===== config.mk =====
export PLATFORM = sky130hd
export DESIGN_NAME = sys_cfg_bank
export DESIGN_NICKNAME = d
export VERILOG_FILES = /design/src/rtl/sys_cfg_pkg.sv /design/src/rtl/cfg_addr_dec.sv /design/src/rtl/cfg_sys_regs.sv /design/src/rtl/cfg_line_src.sv /design/src/rtl/sys_cfg_bank.sv
export SDC_FILE = /design/constraint.sdc
export NUM_CORES = 1
export LEC_CHECK = 0
export BUFFER_PORTS_ARGS = -buffer_cell sky130_fd_sc_hd__buf_2
export CAP_MARGIN = 20
export CORE_UTILIZATION = 51
export CTS_CLUSTER_SIZE = 28
export DETAILED_ROUTE_END_ITERATION = 8
export GPL_TIMING_DRIVEN = 0
export PLACE_DENSITY = 0.92
export SLEW_MARGIN = 5
export SYNTH_ARGS = -nofsm -noshare
export SYNTH_HDL_FRONTEND = slang
export SYNTH_HIERARCHICAL = 1
export SYNTH_SLANG_ARGS = --single-unit

===== constraint.sdc =====
create_clock -name clk -period 9 [get_ports clk]
set_input_delay 2.25 -clock clk [delete_from_list [all_inputs] [get_ports clk]]
set_output_delay 2.25 -clock clk [all_outputs]
set_load 0.02 [all_outputs]

===== src/rtl/sys_cfg_pkg.sv =====
package sys_cfg_pkg;

    localparam int unsigned OFS_REMAP    = 32'h00;
    localparam int unsigned OFS_PMODE    = 32'h04;
    localparam int unsigned OFS_SRC_BASE = 32'h08;
    localparam int unsigned OFS_REF      = 32'h20;

    localparam int unsigned BOOT_LO      = 8;
    localparam int unsigned REF_LOCK_BIT = 31;
    localparam int unsigned REF_RDY_BIT  = 30;
    localparam int unsigned REF_BUF_BIT  = 8;
    localparam int unsigned REF_PAD_LO   = 4;
    localparam int unsigned REF_EN_BIT   = 0;

    localparam int unsigned SRC_LAST_COMMON = 4;
    localparam int unsigned SRC_PORT_H      = 5;

    typedef enum logic [2:0] {
        SLOT_NONE,
        SLOT_REMAP,
        SLOT_PMODE,
        SLOT_SRC,
        SLOT_REF
    } slot_e;

    typedef struct packed {
        logic [1:0] remap;
        logic       fw_dis;
        logic       lock;
        logic       buf_en;
        logic [1:0] pad;
        logic       ref_en;
    } sys_state_t;

    typedef struct packed {
        logic [1:0] remap;
        logic       fw_dis;
        logic       lock;
        logic       buf_en;
        logic [1:0] pad;
        logic       ref_en;
    } sys_wr_t;

endpackage


===== src/rtl/cfg_addr_dec.sv =====
module cfg_addr_dec
    import sys_cfg_pkg::*;
#(
    parameter int unsigned ADDR_W     = 32,
    parameter int unsigned N_SRC_REGS = 4,
    localparam int unsigned IDX_W     = (N_SRC_REGS > 1) ? $clog2(N_SRC_REGS) : 1
) (
    input  logic [ADDR_W-1:0] addr,
    output slot_e             slot,
    output logic [IDX_W-1:0]  src_idx
);

    always_comb begin
        slot    = SLOT_NONE;
        src_idx = '0;
        if (addr == ADDR_W'(OFS_REMAP)) begin
            slot = SLOT_REMAP;
        end else if (addr == ADDR_W'(OFS_PMODE)) begin
            slot = SLOT_PMODE;
        end else if (addr == ADDR_W'(OFS_REF)) begin
            slot = SLOT_REF;
        end
        for (int i = 0; i < int'(N_SRC_REGS); i++) begin
            if (addr == ADDR_W'(OFS_SRC_BASE + 4 * i)) begin
                slot    = SLOT_SRC;
                src_idx = IDX_W'(i);
            end
        end
    end

endmodule


===== src/rtl/cfg_sys_regs.sv =====
module cfg_sys_regs
    import sys_cfg_pkg::*;
(
    input  logic       clk,
    input  logic       rst_sys_n,
    input  logic [1:0] boot_mode,
    input  logic       wr_remap,
    input  logic       wr_pmode,
    input  logic       wr_ref,
    input  sys_wr_t    wfields,
    output sys_state_t state
);

    sys_state_t cur_q;
    sys_state_t nxt_d;

    always_comb begin
        nxt_d = cur_q;
        if (wr_remap) begin
            nxt_d.remap = wfields.remap;
        end
        if (wr_pmode && !wfields.fw_dis) begin
            nxt_d.fw_dis = 1'b0;
        end
        if (wr_ref && !cur_q.lock) begin
            nxt_d.lock   = wfields.lock;
            nxt_d.buf_en = wfields.buf_en;
            nxt_d.pad    = wfields.pad;
            nxt_d.ref_en = wfields.ref_en;
        end
    end

    always_ff @(posedge clk) begin
        if (!rst_sys_n) begin
            cur_q <= '{remap: boot_mode, fw_dis: 1'b1, lock: 1'b0,
                       buf_en: 1'b0, pad: 2'b00, ref_en: 1'b0};
        end else begin
            cur_q <= nxt_d;
        end
    end

    assign state = cur_q;


    fw_one_way_chk: assert property (@(posedge clk) disable iff (!rst_sys_n)
        !cur_q.fw_dis |=> !cur_q.fw_dis);


    lock_hold_chk: assert property (@(posedge clk) disable iff (!rst_sys_n)
        cur_q.lock |=> $stable({cur_q.lock, cur_q.buf_en, cur_q.pad, cur_q.ref_en}));

endmodule


===== src/rtl/cfg_line_src.sv =====
module cfg_line_src
    import sys_cfg_pkg::*;
#(
    parameter int unsigned N_LINES     = 16,
    parameter int unsigned SRC_W       = 4,
    parameter int unsigned FPR         = 4,
    parameter logic [N_LINES-1:0] H_LINE_MASK = 16'h0603,
    localparam int unsigned N_REGS     = N_LINES / FPR,
    localparam int unsigned IDX_W      = (N_REGS > 1) ? $clog2(N_REGS) : 1
) (
    input  logic                          clk,
    input  logic                          rst_n,
    input  logic                          wr_en,
    input  logic [IDX_W-1:0]              idx,
    input  logic [FPR-1:0][SRC_W-1:0]     wfields,
    output logic [FPR-1:0][SRC_W-1:0]     rfields,
    output logic [N_LINES-1:0][SRC_W-1:0] src
);

    logic [N_LINES-1:0][SRC_W-1:0] src_q;
    logic [N_LINES-1:0][SRC_W-1:0] src_d;

    function automatic logic code_ok(input logic [SRC_W-1:0] code, input logic h_ok);
        return (code <= SRC_W'(SRC_LAST_COMMON)) ||
               ((code == SRC_W'(SRC_PORT_H)) && h_ok);
    endfunction

    always_comb begin
        src_d = src_q;
        for (int l = 0; l < int'(N_LINES); l++) begin
            if (wr_en && (idx == IDX_W'(l / int'(FPR))) &&
                code_ok(wfields[l % int'(FPR)], H_LINE_MASK[l])) begin
                src_d[l] = wfields[l % int'(FPR)];
            end
        end
    end

    always_ff @(posedge clk) begin
        if (!rst_n) begin
            src_q <= '0;
        end else begin
            src_q <= src_d;
        end
    end

    always_comb begin
        rfields = '0;
        for (int l = 0; l < int'(N_LINES); l++) begin
            if (idx == IDX_W'(l / int'(FPR))) begin
                rfields[l % int'(FPR)] = src_q[l];
            end
        end
    end

    assign src = src_q;

    for (genvar g = 0; g < int'(N_LINES); g++) begin : g_line_chk

        code_legal_chk: assert property (@(posedge clk) disable iff (!rst_n)
            (src_q[g] <= SRC_W'(SRC_PORT_H)) &&
            ((src_q[g] != SRC_W'(SRC_PORT_H)) || H_LINE_MASK[g]));
    end

endmodule


===== src/rtl/sys_cfg_bank.sv =====
module sys_cfg_bank
    import sys_cfg_pkg::*;
#(
    parameter int unsigned ADDR_W  = 32,
    parameter int unsigned DATA_W  = 32,
    parameter int unsigned N_LINES = 16,
    parameter int unsigned SRC_W   = 4,
    parameter int unsigned FPR     = 4,
    parameter logic [N_LINES-1:0] H_LINE_MASK = 16'h0603,
    localparam int unsigned N_REGS = N_LINES / FPR,
    localparam int unsigned IDX_W  = (N_REGS > 1) ? $clog2(N_REGS) : 1
) (
    input  logic                       clk,
    input  logic                       rst_sys_n,
    input  logic                       rst_per_n,
    input  logic                       sel,
    input  logic                       en,
    input  logic                       wr,
    input  logic [ADDR_W-1:0]          addr,
    input  logic [DATA_W-1:0]          wdata,
    output logic [DATA_W-1:0]          rdata,
    input  logic [1:0]                 boot_mode,
    input  logic                       ref_ready,
    output logic [1:0]                 remap_sel,
    output logic [N_LINES*SRC_W-1:0]   line_src
);

    slot_e                     slot;
    logic [IDX_W-1:0]          src_idx;
    logic                      we;
    logic                      line_rst_n;
    sys_wr_t                   sys_wr;
    sys_state_t                sys_st;
    logic [FPR-1:0][SRC_W-1:0] src_wr_fields;
    logic [FPR-1:0][SRC_W-1:0] src_rd_fields;
    logic [N_LINES-1:0][SRC_W-1:0] src_all;

    cfg_addr_dec #(.ADDR_W(ADDR_W), .N_SRC_REGS(N_REGS)) u_dec (
        .addr    (addr),
        .slot    (slot),
        .src_idx (src_idx)
    );

    assign we         = sel && en && wr;
    assign line_rst_n = rst_sys_n && rst_per_n;

    assign sys_wr.remap  = wdata[1:0];
    assign sys_wr.fw_dis = wdata[0];
    assign sys_wr.lock   = wdata[REF_LOCK_BIT];
    assign sys_wr.buf_en = wdata[REF_BUF_BIT];
    assign sys_wr.pad    = wdata[REF_PAD_LO +: 2];
    assign sys_wr.ref_en = wdata[REF_EN_BIT];

    cfg_sys_regs u_sys (
        .clk       (clk),
        .rst_sys_n (rst_sys_n),
        .boot_mode (boot_mode),
        .wr_remap  (we && (slot == SLOT_REMAP)),
        .wr_pmode  (we && (slot == SLOT_PMODE)),
        .wr_ref    (we && (slot == SLOT_REF)),
        .wfields   (sys_wr),
        .state     (sys_st)
    );

    assign src_wr_fields = wdata[FPR*SRC_W-1:0];

    cfg_line_src #(
        .N_LINES(N_LINES), .SRC_W(SRC_W), .FPR(FPR), .H_LINE_MASK(H_LINE_MASK)
    ) u_lines (
        .clk     (clk),
        .rst_n   (line_rst_n),
        .wr_en   (we && (slot == SLOT_SRC)),
        .idx     (src_idx),
        .wfields (src_wr_fields),
        .rfields (src_rd_fields),
        .src     (src_all)
    );

    always_comb begin
        rdata = '0;
        if (sel) begin
            case (slot)
                SLOT_REMAP: begin
                    rdata[BOOT_LO +: 2] = boot_mode;
                    rdata[1:0]          = sys_st.remap;
                end
                SLOT_PMODE: rdata[0] = sys_st.fw_dis;
                SLOT_SRC:   rdata[FPR*SRC_W-1:0] = src_rd_fields;
                SLOT_REF: begin
                    rdata[REF_LOCK_BIT]      = sys_st.lock;
                    rdata[REF_RDY_BIT]       = ref_ready;
                    rdata[REF_BUF_BIT]       = sys_st.buf_en;
                    rdata[REF_PAD_LO +: 2]   = sys_st.pad;
                    rdata[REF_EN_BIT]        = sys_st.ref_en;
                end
                default: rdata = '0;
            endcase
        end
    end

    assign remap_sel = sys_st.remap;
    assign line_src  = src_all;


    unmapped_zero_chk: assert property (@(posedge clk) disable iff (!rst_sys_n)
        (sel && (slot == SLOT_NONE)) |-> (rdata == '0));


    idle_zero_chk: assert property (@(posedge clk) disable iff (!rst_sys_n)
        !sel |-> (rdata == '0));


    per_reset_keep_chk: assert property (@(posedge clk) disable iff (!rst_sys_n)
        (!rst_per_n && !(we && (slot == SLOT_REMAP))) |=> $stable(remap_sel));


    line_clear_chk: assert property (@(posedge clk) disable iff (!rst_sys_n)
        !rst_per_n |=> (line_src == '0));

endmodule


==> metrics.md <==
| Metric | Value |
|---|---|
| Status | complete, no violations |
| Storage cell area | ~1500 sq um |
| Mapped Cells | roughly 360 |
| Post-CTS Setup Repair Bufs | 0 |
| DR WL/cell | between 15 and 20 microns |
| Worst Path Required | approximately 6.8 ns |
| Total Routing Usage GR | between 20% and 30% |
| Worst clock skew | 0.00964 ns |
| Power share of the sequential group | a little over half |
| First-pass GRT wire length | around 16000 microns |
| Cts hold-fix bufs | 0 |
| Fillers | 551 |
| Final hold violation count | 0 |
| Clock Sinks | 72 |
| Mean Syn Cell Area | about 10 sq um |
| CP Launch Type | input port |
| #FFs+latches synth | 72 |
| Crit path DAT | between 5 and 6 ns |
| Cell chain of the critical path | buf_2 -> nor4_2 -> nand4_1 -> nor3_1 -> buf_2 -> buf_2 -> mux4_2 -> mux2_2 -> a32oi_1 -> nor2_1 -> buf_2 |
| Root Buffer | clkbuf_8 |
| Via-per-instance ratio | around 5.4 |
| Worst-Skew Late Latency | 0.34 ns |
| Worst reg-to-reg path cell count | 3 |
| CP max stage cell | mux4_2 |
| Multi-input gate area | between 2000 and 2500 sq um |
| CP delay by family, top | buffers and inverters |
| EDFF count, synth | 2 |
| Number of buffer and inverter stages on the critical path | 4 |
| CP Class | input port to output pin |
| CTS tree | done |
| CTS Buf Count | 9 |
| Via count of the first global-routing pass | roughly 3200 |
| Switching Power | ~150 uW |
| CTS max path bufs | 2 |
| DRC | 0 |
| Routability cong. | about 0.8 |
| Final total power | 603 uW |
| Worst-path clk slew | around 0.07 ns |
| Final worst-path cycle share | between 80% and 90% |
| Met1 Resource Use GR | approximately 30% |
| Post_cts resized | 0 |
| Initial antenna violation count | 0 |
| Initial DRC count | between 150 and 200 |
| Cell Int Power | 453 uW |
| GR Util met3 | approximately 6.5% |
| Vias | roughly 3400 |
| H-tree levels | 3 |
| Crit path top cell by count | buf_2 |
| Core Area | around 7000 sq um |
| WHS Path Cells | 2 |
| PortBufs | 141 |
| Antenna viol nets, final | 0 |
| Unrepaired setup endpoints after global routing | false |
| Site Rows | 30 |
| Combinational Power Share | under 10% |
| Slew HR | 44.9% |
| Final slew viol count | 0 |
| Setup TNS Final | 0 ns |
| Fmax achieved | 128 MHz |
| Share of cells above drive strength 1 | 42.1% |
| Total wire length | ~11000 microns |
| Dominant synthesized flop cell | dfxtp_1 |
| Final net count | 604 |
| Most used routing layer | met2 |
| Total stage count of the critical path | 11 |
| Commonest non-fill, non-tap cell in the layout | buf_2 |
| Starting Density | between 50% and 60% |
| Static leakage | 2.19 nW |
| Power Dens Cells | 125 nW/um^2 |
| Critical Path Max Stage Delay | between 0.6 and 0.7 ns |
| VDD IR max | 141 uV |
| DP HPWL | slightly above 8000 microns |
| Yosys cell types | 47 |
| Hold WC Path Type | register to register |
| Final setup viols | 0 |
| Clock network power share | 37.9% |
| Met2 Resource Use GR | approximately half |
| Ant. Diodes | 0 |
| Crit. End Element | output pin |
| Most frequent cells in the layout | 144 x buf_2, 85 x nand2_1, 70 x dfxtp_1 |
| Post-synthesis sequential area ratio | 38.8% |
| Fraction of power spent switching nets | 24.9% |
| Die width | 88.0 microns |
| Mapped cell area | ~3800 sq um |
| Final min period | ~8 ns |
| First drt pass iteration count | 4 |
| Asr flop ratio synth | 0% |
| Die area | ~7700 sq um |
| CP max FO | 10 |
| Worst Tran Pin Value | roughly 0.82 ns |
| Die Span Y | around 90 microns |
| Number of max-cap violations | 0 |
| Ports | between 150 and 200 |
| Area grow syn2layout | 28.4% |
| Largest net degree at the start of global routing | 12 |
| Synth warnings | 6 |
| Remaining global-route overflow | 0 |
## cells in the mapped netlist (2+ instances only)
master / n / share of area (%)
a21oi_1: 3 / 0.40
a22oi_1: 2 / 0.40
and2_1: 11 / 1.8
and3_1: 6 / 1.0
buf_2: 3 / 0.40
buf_4: 16 / 3.2
buf_6: 2 / 0.60
clkbuf_1: 7 / 0.70
dfxtp_1: 70 / 37
edfxtp_1: 2 / 1.6
inv_1: 5 / 0.50
mux2_2: 3 / 0.90
mux2i_1: 55 / 15
mux4_2: 16 / 9.6
nand2_1: 85 / 8.5
nand2b_1: 2 / 0.33
nand4_1: 2 / 0.33
nor2_1: 18 / 1.8
nor2b_1: 4 / 0.66
nor3_1: 3 / 0.40
nor3_2: 2 / 0.53
nor3_4: 7 / 3.0
nor3b_1: 4 / 0.80
nor4_2: 6 / 2.0
nor4_4: 5 / 2.8
o21a_1: 4 / 0.80
## worst register-to-register path, stage by stage (launching register included)
cell and delay (ns):
dfxtp_1 0.33, nor2b_1 0.12, buf_4 0.16, mux2i_1 0.21
## kinds of logic after synthesis
family	after synthesis	synth area share (%)
other cells	1	0.0995
mux	74	25.1
flops	72	38.8
compound gates	16	3.25
xor+xnor	1	0.232
buf+inv	34	5.48
simple gates	166	27.1
## routing by layer
layer,vias to the layer above,share of wire (%)
met4,0,2.3
met5,-,0
met1,1591,39
li1,1599,-
met2,176,49
met3,23,9.1
## final timing paths
check	from	endpoint	slack (ns)
hold reg to reg	u_lines/src[55]$_SDFFE_PN0P_	u_lines/src[55]$_SDFFE_PN0P_	0.45
setup / recovery	addr[14]	rdata[8]	1.20
setup reg to reg	u_sys/state[4]$_SDFFE_PN0P_	u_sys/state[2]$_SDFFE_PN0P_	8.10
hold / removal	u_lines/src[55]$_SDFFE_PN0P_	u_lines/src[55]$_SDFFE_PN0P_	0.45
## power by group through the flow
stage | combinational (mW) | clock [mW] | sequential, mW
3_5_place_dp | 0.0524 | 0 | 0.329
2_1_floorplan | 0.0260 | 0 | 0.330
4_1_cts | 0.0526 | 0.230 | 0.321
3_3_place_gp | 0.0512 | 0 | 0.329
5_1_grt | 0.0570 | 0.246 | 0.321
6_report | 0.0532 | 0.229 | 0.321
## sequential cells by signal, summed over array words and instances, names as in the netlist
register     flops
u_sys/state      8
u_lines/src     64
## area by class of cell
class | instances | area share (%)
inverter | 5 | 0.388
sequential | 72 | 30.2
clock buffer | 12 | 3.21
timing repair buffer | 143 | 14.9
multi-input combinational | 271 | 44.6
buffer | 29 | 3.88
tap | 96 | 2.48
clock inverter | 3 | 0.362
## stage by stage
stage | instances | setup WS, ns | instance area, sq um | hold slack [ns] | util (%)
floorplan | 377 | 1.47 | 3820 | 0.430 | -
global placement | 614 | 0.490 | 4640 | 0.426 | 66.5
detailed placement | 615 | 1.17 | 4660 | 0.433 | 66.7
CTS | 630 | 1.16 | 4830 | 0.444 | 69.2
global route | 631 | 1.04 | 4840 | 0.460 | 69.3
finish | 631 | 1.20 | 4840 | 0.446 | 69.3
(Power assumes the default switching activity.)
